--- src/rtl/rfs_pkg.sv ---
package rfs_pkg;
   typedef enum logic {
      RFS_SAT    = 1'b0,
      RFS_LEGACY = 1'b1
   } rfs_mode_e;
endpackage

--- src/rtl/rfs_sp_core.sv ---
module rfs_sp_core
   import rfs_pkg::*;
#(
   parameter int PTR_W    = 8,
   parameter int RF_DEPTH = 128,
   parameter int UND_W    = 8
) (
   input  logic             clk,
   input  logic             rst_n,
   input  rfs_mode_e        mode,
   input  logic             push,
   input  logic             pop,
   output logic [PTR_W-1:0] sp,
   output logic [UND_W-1:0] und_depth,
   output logic             ovf
);
   localparam logic [PTR_W-1:0] TOP     = PTR_W'(RF_DEPTH - 1);
   localparam logic [UND_W-1:0] UND_MAX = '1;
   localparam bit               POW2    = (RF_DEPTH & (RF_DEPTH - 1)) == 0;

   logic             do_push, do_pop;
   logic [PTR_W-1:0] sp_inc, sp_n;
   logic [UND_W-1:0] und_n;
   logic             pin, pin_n, ovf_n;

   assign do_push = push & ~pop;
   assign do_pop  = pop & ~push;

   generate
      if (POW2) begin : g_wrap_mask
         assign sp_inc = (sp + PTR_W'(1)) & TOP;
      end else begin : g_wrap_cmp
         assign sp_inc = (sp == TOP) ? '0 : sp + PTR_W'(1);
      end
   endgenerate

   always_comb begin
      sp_n  = sp;
      und_n = und_depth;
      pin_n = pin;
      ovf_n = 1'b0;
      if (mode == RFS_SAT) begin
         und_n = '0;
         pin_n = 1'b0;
         if (do_push) begin
            sp_n  = sp_inc;
            ovf_n = (sp == TOP);
         end else if (do_pop && sp != '0) begin
            sp_n = sp - PTR_W'(1);
         end
      end else begin
         if (do_push) begin
            if (und_depth != '0) begin
               und_n = und_depth - UND_W'(1);
            end else begin
               pin_n = 1'b0;
               sp_n  = sp_inc;
               ovf_n = (sp == TOP);
            end
         end else if (do_pop) begin
            if (sp != '0)                sp_n  = sp - PTR_W'(1);
            else if (!pin)               pin_n = 1'b1;
            else if (und_depth != UND_MAX) und_n = und_depth + UND_W'(1);
         end
      end
   end

   always_ff @(posedge clk) begin
      if (!rst_n) begin
         sp        <= '0;
         und_depth <= '0;
         pin       <= 1'b0;
         ovf       <= 1'b0;
      end else begin
         sp        <= sp_n;
         und_depth <= und_n;
         pin       <= pin_n;
         ovf       <= ovf_n;
      end
   end

   AST_BOTH_HOLD: assert property (@(posedge clk) disable iff (!rst_n)
      (push && pop) |=> $stable(sp));
   AST_POP_STEP: assert property (@(posedge clk) disable iff (!rst_n)
      (do_pop && sp != '0) |=> (sp == $past(sp) - PTR_W'(1)));
   AST_SAT_FLOOR: assert property (@(posedge clk) disable iff (!rst_n)
      (mode == RFS_SAT && do_pop && sp == '0) |=> (sp == '0));
   AST_LEG_PAYBACK: assert property (@(posedge clk) disable iff (!rst_n)
      (mode == RFS_LEGACY && do_push && und_depth != '0) |=> (sp == '0));
   AST_OVF_WRAP: assert property (@(posedge clk) disable iff (!rst_n)
      ovf |-> (sp == '0));
   AST_OVF_PULSE: assert property (@(posedge clk) disable iff (!rst_n)
      ovf |=> !ovf);
   AST_SAT_CLEAR: assert property (@(posedge clk) disable iff (!rst_n)
      (mode == RFS_SAT) |=> (und_depth == '0));
endmodule

--- src/rtl/rfs_acc_addr.sv ---
module rfs_acc_addr #(
   parameter int PTR_W    = 8,
   parameter int RF_DEPTH = 128,
   parameter int UND_W    = 8
) (
   input  logic             clk,
   input  logic             rst_n,
   input  logic             push,
   input  logic             pop,
   input  logic [PTR_W-1:0] sp,
   input  logic [UND_W-1:0] und_depth,
   output logic [PTR_W-1:0] acc_addr
);
   localparam logic [PTR_W-1:0] TOP = PTR_W'(RF_DEPTH - 1);

   logic [PTR_W-1:0] next_loc;

   assign next_loc = (sp == TOP) ? '0 : sp + PTR_W'(1);

   always_comb begin
      if (und_depth != '0)     acc_addr = '0;
      else if (push && !pop)   acc_addr = next_loc;
      else                     acc_addr = sp;
   end

   AST_ACC_CLAMP: assert property (@(posedge clk) disable iff (!rst_n)
      (und_depth != '0) |-> (acc_addr == '0));
   AST_ACC_RANGE: assert property (@(posedge clk) disable iff (!rst_n)
      acc_addr <= TOP);
endmodule

--- src/rtl/rfs_pair_addr.sv ---
module rfs_pair_addr #(
   parameter int PTR_W    = 8,
   parameter int RF_DEPTH = 128
) (
   input  logic             clk,
   input  logic             rst_n,
   input  logic             req,
   input  logic [PTR_W-1:0] base,
   output logic [PTR_W-1:0] first,
   output logic [PTR_W-1:0] second
);
   localparam logic [PTR_W-1:0] TOP  = PTR_W'(RF_DEPTH - 1);
   localparam bit               POW2 = (RF_DEPTH & (RF_DEPTH - 1)) == 0;

   logic [PTR_W-1:0] folded, below;

   generate
      if (POW2) begin : g_fold_mask
         assign folded = base & TOP;
      end else begin : g_fold_mod
         assign folded = PTR_W'(int'(base) % RF_DEPTH);
      end
   endgenerate

   assign below = (folded == '0) ? TOP : folded - PTR_W'(1);

   always_ff @(posedge clk) begin
      if (!rst_n) begin
         first  <= '0;
         second <= '0;
      end else if (req) begin
         first  <= folded;
         second <= below;
      end
   end

   AST_PAIR_BELOW: assert property (@(posedge clk) disable iff (!rst_n)
      req |=> (second == ((first == '0) ? TOP : first - PTR_W'(1))));
   AST_PAIR_HOLD: assert property (@(posedge clk) disable iff (!rst_n)
      !req |=> ($stable(first) && $stable(second)));
endmodule

--- src/rtl/rf_stack_addr.sv ---
module rf_stack_addr
   import rfs_pkg::*;
#(
   parameter int PTR_W    = 8,
   parameter int RF_DEPTH = 128,
   parameter int UND_W    = 8
) (
   input  logic             clk,
   input  logic             rst_n,
   input  logic             mode_i,
   input  logic             push_i,
   input  logic             pop_i,
   input  logic             pair_req_i,
   input  logic [PTR_W-1:0] pair_base_i,
   output logic [PTR_W-1:0] sp_o,
   output logic [PTR_W-1:0] acc_addr_o,
   output logic             ovf_o,
   output logic [PTR_W-1:0] pair_first_o,
   output logic [PTR_W-1:0] pair_second_o
);
   generate
      if (RF_DEPTH < 2 || RF_DEPTH > (1 << PTR_W)) begin : g_bad_depth
         $error("rf_stack_addr: RF_DEPTH must lie in 2 .. 2**PTR_W");
      end
      if (UND_W < 1) begin : g_bad_und
         $error("rf_stack_addr: UND_W must be at least 1");
      end
   endgenerate

   rfs_mode_e        mode;
   logic [UND_W-1:0] und_depth;

   assign mode = rfs_mode_e'(mode_i);

   rfs_sp_core #(.PTR_W(PTR_W), .RF_DEPTH(RF_DEPTH), .UND_W(UND_W)) u_core (
      .clk       (clk),
      .rst_n     (rst_n),
      .mode      (mode),
      .push      (push_i),
      .pop       (pop_i),
      .sp        (sp_o),
      .und_depth (und_depth),
      .ovf       (ovf_o)
   );

   rfs_acc_addr #(.PTR_W(PTR_W), .RF_DEPTH(RF_DEPTH), .UND_W(UND_W)) u_acc (
      .clk       (clk),
      .rst_n     (rst_n),
      .push      (push_i),
      .pop       (pop_i),
      .sp        (sp_o),
      .und_depth (und_depth),
      .acc_addr  (acc_addr_o)
   );

   rfs_pair_addr #(.PTR_W(PTR_W), .RF_DEPTH(RF_DEPTH)) u_pair (
      .clk    (clk),
      .rst_n  (rst_n),
      .req    (pair_req_i),
      .base   (pair_base_i),
      .first  (pair_first_o),
      .second (pair_second_o)
   );
endmodule

--- config.mk ---
export PLATFORM = sky130hd
export DESIGN_NAME = rf_stack_addr
export DESIGN_NICKNAME = d
export VERILOG_FILES = /design/src/rtl/rfs_pkg.sv /design/src/rtl/rfs_sp_core.sv /design/src/rtl/rfs_acc_addr.sv /design/src/rtl/rfs_pair_addr.sv /design/src/rtl/rf_stack_addr.sv
export SDC_FILE = /design/constraint.sdc
export NUM_CORES = 1
export LEC_CHECK = 0
export ABC_AREA = 1
export BUFFER_PORTS_ARGS = -buffer_cell sky130_fd_sc_hd__buf_4
export CORE_UTILIZATION = 45
export CTS_CLUSTER_DIAMETER = 150
export DETAILED_ROUTE_END_ITERATION = 10
export MAX_ROUTING_LAYER = met4
export PLACE_DENSITY = 0.7
export SLEW_MARGIN = 20
export SYNTH_ARGS = -nofsm -noshare
export SYNTH_HDL_FRONTEND = slang
export SYNTH_SLANG_ARGS = --single-unit
--- constraint.sdc ---
create_clock -name clk -period 2.7 [get_ports clk]
set_clock_uncertainty 0.15 [all_clocks]
set_input_delay 0.405 -clock clk [delete_from_list [all_inputs] [get_ports clk]]
set_output_delay 0.405 -clock clk [all_outputs]
set_load 0.01 [all_outputs]
# Word level (Yosys, flattened, before mapping)
# Index checks and enable logic that the tools add are counted.
# totals
regBits	33
output_inout_bits	33
# op_classes
addsub	5
eq_ne	8
mux	25
bitwise	4
n_reduce_logical	14
# ops
operator	count
$mux 8	17
$add 8x1->8 const B	2
$reduce_bool 8->1	2
$sub 8x1->8 const B	2
$eq 8x7->1 const B	1
$logic_not 8->1	1
$mux 1	8
$ne 8x8->1 const B	1
$sub 7x1->8 const B	1
$ne 3x1->1 const B	2
$reduce_bool 2->1	3
$reduce_and 5->1	1
$ne 2x1->1 const B	2
$reduce_and 4->1	1
$ne 3x3->1 const B	1
$reduce_and 3->1	1
$reduce_bool 3->1	1
$and 1x1->1	2
$logic_and 1x1->1	2
$ne 2x2->1 const B	1
$not 1->1	2
$reduce_and 2->1	1
$logic_not 1->1	1

# Logic depth before layout (Yosys ltp)
# logic_depth
word_depth	6
ltp_mapped	15
ltp_nobuf	14

# Cells and area by module
# Synthesis repeated with hierarchy kept, for this count alone.
# hier_totals
hier_cells	402
area_unflattened_um2	2496.1
# by_module_without_submodules
mod	instances	cells_each	area_per_inst_um2	seq_area_each_um2
rfs_sp_core	1	262	1537.7	360.3
rfs_pair_addr	1	84	669.4	300.3
rfs_acc_addr	1	56	289.0	0.0

# Worst setup path after synthesis
# No wires, ideal clock.
# synth_timing
path_type	input-to-output
startpoint	input pop_i
endpoint	output acc_addr_o[7]
arrival_ns	1.446
t_required_ns	2.145
path_slack_ns	0.699
path_stages	7
path_buffers	2
path_cell_list	inv_1 > ha_1 > buf_4 > inv_2 > buf_2 > o21ai_1 > nor3b_1
# synth_between
elab_chain_cells	4
# synth_rtl
item	line	text
start: declaration	rf_stack_addr.sv:12	input logic pop_i,
$logic_not 1->1	rfs_acc_addr.sv:22	else if (push && !pop) acc_addr = next_loc;
$logic_and 1x1->1	rfs_acc_addr.sv:22	
$mux 8	rfs_acc_addr.sv:22	
$mux 8	rfs_acc_addr.sv:21	if (und_depth != '0) acc_addr = '0;
end: declaration	rf_stack_addr.sv:16	output logic [PTR_W-1:0] acc_addr_o,
# Every way passes these cells.

# Worst setup path in the final report
# layout_timing
startpoint	register u_core.sp[1]
endpoint	output acc_addr_o[2]
# layout_between
elab_chain_cells	4
# layout_rtl
item	line	text
start: declaration	rfs_sp_core.sv:13	output logic [PTR_W-1:0] sp,
start signal: assignment	rfs_sp_core.sv:75	sp <= sp_n;
$add 8x1->8 / $eq 8x7->1 (equally long branches)	rfs_acc_addr.sv:18	assign next_loc = (sp == TOP) ? '0 : sp + PTR_W'(1);
$mux 8 (*)	rfs_acc_addr.sv:18	
$mux 8 (*)	rfs_acc_addr.sv:22	
$mux 8 (*)	rfs_acc_addr.sv:21	
# Every way passes the cells marked *; elsewhere a longest branch is shown, timed or not.

==> impl_summary.md <==
Min path
The min-delay analysis places its worst path in the category input port to flip-flop. The path with the worst hold slack has its endpoint at u_pair.second[0]$_SDFFE_PN0P_. The worst hold path begins at pair_base_i[0]. The number of cells traversed by the worst hold path is 2.

Worst setup path
In this design, the stage delay of the slowest critical-path cell is 430 ps. The depth of the worst register-to-register path is 10. Setup slack on the worst reg-to-reg path comes out at 560 ps. The critical register-to-register path startpoint is u_core.sp[0]$_SDFFE_PN0P_. Together, buffers and inverters on the worst path number 1. The maximum fanout count along the critical path is 6. The worst setup path is of the flip-flop to output port kind. For the worst setup path, the data arrival time is 2000 ps. The signal on the critical path passes through ha_1 > nand2_1 > nor3_2 > nand3_1 > o21ai_2 > a211oi_1 > buf_4. The startpoint type of the worst setup path is a flip-flop. The endpoint required time on the critical path is 2140 ps. The endpoint type of the worst setup path is an output port.

On the critical path the largest part of the delay comes from simple AND/OR/NAND/NOR gates. The worst flop-to-flop path endpoint is u_core.sp[5]$_SDFFE_PN0P_. The critical path's slowest cell is sky130_fd_sc_hd__dfxtp_1.

Synth
Of the post-synthesis cell area, the dominant cell type holds 0.2736. The number of synthesized flops with an enable pin is 0. The number of instances in the synthesized netlist is 386. Yosys printed 0 warnings. The post-synthesis area per instance is 6.256 um2. Ranked by total cell area, the synthesized netlist is headed by sky130_fd_sc_hd__dfxtp_1 (27%), sky130_fd_sc_hd__nand2_1 (16%), sky130_fd_sc_hd__nor2_1 (8.1%). The count of state elements after synthesis is 33.

Yosys mapped the design onto 37 distinct sky130hd cell types. The most repeated cell in the gate-level netlist after synthesis is sky130_fd_sc_hd__nand2_1. The synthesized net count is 409.

In this run the cell area of the synthesized design comes to 0.002415 mm2. After synthesis, the most frequently instantiated cells are sky130_fd_sc_hd__nand2_1 (102), sky130_fd_sc_hd__nor2_1 (52), sky130_fd_sc_hd__inv_1 (44). The share of the yosys chip area belonging to registers is 0.2736. The async set-or-reset flop fraction in the synthesized netlist is 0. The cell taking the most area after synthesis is sky130_fd_sc_hd__dfxtp_1. The leading register cell type out of synthesis is sky130_fd_sc_hd__dfxtp_1.

Detailed routing
The number of design-rule violations left by the first detailed-router iteration is 173. For this run, the detailed router's first-pass iteration total came to 4. The via density per instance is 5.024.

In the final routed layout, each cell accounts on average for 12.11 um. Summed over all layers, the routed wires come to 6030 um. The DRC violation count after routing is 0. The number of nets still failing antenna checks after routing is 0. The vias after detailed routing is 2,502.

CTS
The root buffer selected by CTS is sky130_fd_sc_hd__clkbuf_8. The total of hold buffers inserted after clock tree synthesis is 0. The longest clock path from root to sink contains 2 buffers. The clock-pin transition on the worst setup and hold timing paths is 70 ps.

TritonCTS created 5 clock buffers. CTS saw 33 sinks. The number of H-tree branching levels is 2.

TritonCTS built the clock tree. For the worst-skew pair, the clock arrives at the later sink with an insertion delay of 290 ps.

Layout
For this run, the post-layout net count is 450. The non-filler instance count after layout is 498. The fraction of final layout cells sized beyond drive strength 1 is 0.1822. Relative to the synthesized area, the layout overhead comes to 17.77%. For this run, the share of the core covered by cells in the final layout is 0.5533. The repair_antennas step left the layout with diodes totalling 0.

Global route
The met2 track demand over resource in global routing is 0.3423. The via count of the first global-routing pass is 2,073. Entering global routing, the biggest net connects 22 pins. The first global-routing pass estimated 9542 um of wire. For this run the aggregate overflow at the end of global routing stands at 0. The number of antenna violations at the first check in global routing is 0.

The global router's overall resource usage is 0.2285. The met3 usage is 0.04150. The global-route track usage on met1 is 0.3116.

The most utilized layer in the global route result is met2.

Placed design
After detailed placement, the design holds a cell count of 490. The count of buffers added on input and output ports is 44. The wire-length estimate of the detail-placed layout is 4598 um.

The global placer's final weighted congestion is 0.9115. Timing analysis after detailed placement gives a worst setup slack of 405.4 ps.

STA
The count of pins over their slew limit is 0. The total negative slack for setup checks is 0 ps. The final count of negative-setup-slack endpoints is 0. The number of failing hold endpoints at the final stage came to 0. The final critical-path share of the clock period is 0.9460. The upper clock frequency limit is 391.5 MHz.

Setup repair after global routing left no endpoint under its margin. The worst path needs 2554 ps of the cycle, external delays included. Setup slack closes at 145.9 ps.

Floorplanning
For this design the top-level I/O count stands at 47. The total area inside the core boundary comes to 0.005140 mm2. The full die area is 0.005663 mm2. The floorplan has 26 rows. The initial utilization of the core area, before any placement, comes to 0.4698. In this run the horizontal extent of the chip is 75.26 um. From bottom edge to top edge, the die measures 75.26 um.

Power
The analysis attributes to cell leakage a power of 1.354 nW. The peak supply drop is 355.8 uV. In this run the power density over the cells is 596.6 mW/mm2.

Run status
The flow ran to the end, and the final reports show no timing, DRC or antenna violations.

Job
The count of maximum capacitance violations is 0.
[metal layers]
layer | wire length [um] | part of all wire
met1 | 3008 | 0.50
met2 | 2605 | 0.43
met3 | 316 | 0.052
met4 | 100 | 0.017
met5 | 0 | 0
[worst max-delay path by stage]
| stage | depth (start not counted) | start | to | slack, ps |
|---|---|---|---|---|
| floorplan | 7 | pop_i | acc_addr_o[7] | 700 |
| global placement | 7 | u_core.sp[1]$_SDFFE_PN0P_ | acc_addr_o[7] | 440 |
| detailed placement | 7 | u_core.sp[1]$_SDFFE_PN0P_ | acc_addr_o[7] | 410 |
| CTS | 7 | u_core.sp[1]$_SDFFE_PN0P_ | acc_addr_o[2] | 80 |
| global route | 7 | u_core.sp[1]$_SDFFE_PN0P_ | acc_addr_o[2] | 9 |
| finish | 7 | u_core.sp[1]$_SDFFE_PN0P_ | acc_addr_o[2] | 150 |
[where the power goes]
part / total, mW / internal (mW) / switching, mW
clock: 0.379 / 0.181 / 0.198
combinational: 0.728 / 0.296 / 0.432
sequential: 0.590 / 0.535 / 0.0558
[area by class of cell]
class / count / area [um2]
Tap cell: 70 / 87.58
Clock inverter: 3 / 22.52
Timing Repair Buffer: 50 / 375.4
Clock buffer: 5 / 68.82
Inverter: 47 / 178.9
Fill cell: 539 / 2296
Multi-Input combinational cell: 290 / 1450
Sequential cell: 33 / 660.6
[cells by family after synthesis]
family	Yosys count	share of synthesized area
adders and majority gates	9	0.04663
DFF	33	0.2736
other	1	0.001553
AOI/OAI and AO/OA	69	0.1586
buffers and inverters	63	0.1275
xor gates and xnor gates	10	0.03627
and+or+nand+nor	201	0.3560
[worst reg2reg max path, cell delays in order (launching register included)]
cell and delay [ps]:
sky130_fd_sc_hd__dfxtp_1 360, sky130_fd_sc_hd__buf_4 150, sky130_fd_sc_hd__inv_1 110, sky130_fd_sc_hd__ha_1 220
sky130_fd_sc_hd__nand2_1 130, sky130_fd_sc_hd__nor2_2 60, sky130_fd_sc_hd__o21ai_1 190, sky130_fd_sc_hd__nand2_1 300
sky130_fd_sc_hd__inv_1 210, sky130_fd_sc_hd__nand2_1 80, sky130_fd_sc_hd__a21oi_1 120
[cells in the final DEF, fill, tap and decap left out, types with 2 or more instances in the layout]
master | Yosys | layout
sky130_fd_sc_hd__o21ai_0 | 18 | 18
sky130_fd_sc_hd__ha_1 | 9 | 9
sky130_fd_sc_hd__o21bai_1 | 2 | 2
sky130_fd_sc_hd__nand2_2 | 4 | 4
sky130_fd_sc_hd__xor2_1 | 5 | 5
sky130_fd_sc_hd__nor3_1 | 4 | 4
sky130_fd_sc_hd__o21ai_2 | 2 | 3
sky130_fd_sc_hd__a211oi_1 | 2 | 2
sky130_fd_sc_hd__o21ai_1 | 7 | 6
sky130_fd_sc_hd__nor2_4 | 2 | 2
sky130_fd_sc_hd__nand2_1 | 102 | 102
sky130_fd_sc_hd__xnor2_1 | 5 | 5
sky130_fd_sc_hd__dfxtp_1 | 33 | 33
sky130_fd_sc_hd__buf_4 | 4 | 50
sky130_fd_sc_hd__a31oi_1 | 3 | 3
sky130_fd_sc_hd__nand3_1 | 22 | 22
sky130_fd_sc_hd__clkbuf_8 | 0 | 5
sky130_fd_sc_hd__nand4_1 | 5 | 5
sky130_fd_sc_hd__a21oi_1 | 30 | 30
sky130_fd_sc_hd__nor2_2 | 6 | 6
sky130_fd_sc_hd__inv_1 | 44 | 44
sky130_fd_sc_hd__clkinvlp_4 | 0 | 3
sky130_fd_sc_hd__nor2_1 | 52 | 52
[metrics by stage]
| stage | instance area (um2) | hold WS [ps] | power, mW |
|---|---|---|---|
| 2_1_floorplan | 2415 | 335.1 | 1.106 |
| 3_3_place_gp | 2749 | 299.6 | 1.310 |
| 3_5_place_dp | 2749 | 312.9 | 1.320 |
| 4_1_cts | 2840 | 175.4 | 1.702 |
| 5_1_grt | 2844 | 187.5 | 1.806 |
| 6_report | 2844 | 182.1 | 1.697 |
[state kept, by name, indices dropped and copies added, names as in the netlist]
name	count
u_pair.second	8
u_pair.first	7
u_core.ovf	1
u_core.sp	8
u_core.und_depth	8
u_core.pin	1
[timing repair]
action,CTS,global route
setup buffers,0,0
setup endpoints to repair,0,3
gates resized for setup,0,1
(Power assumes the default switching activity.)
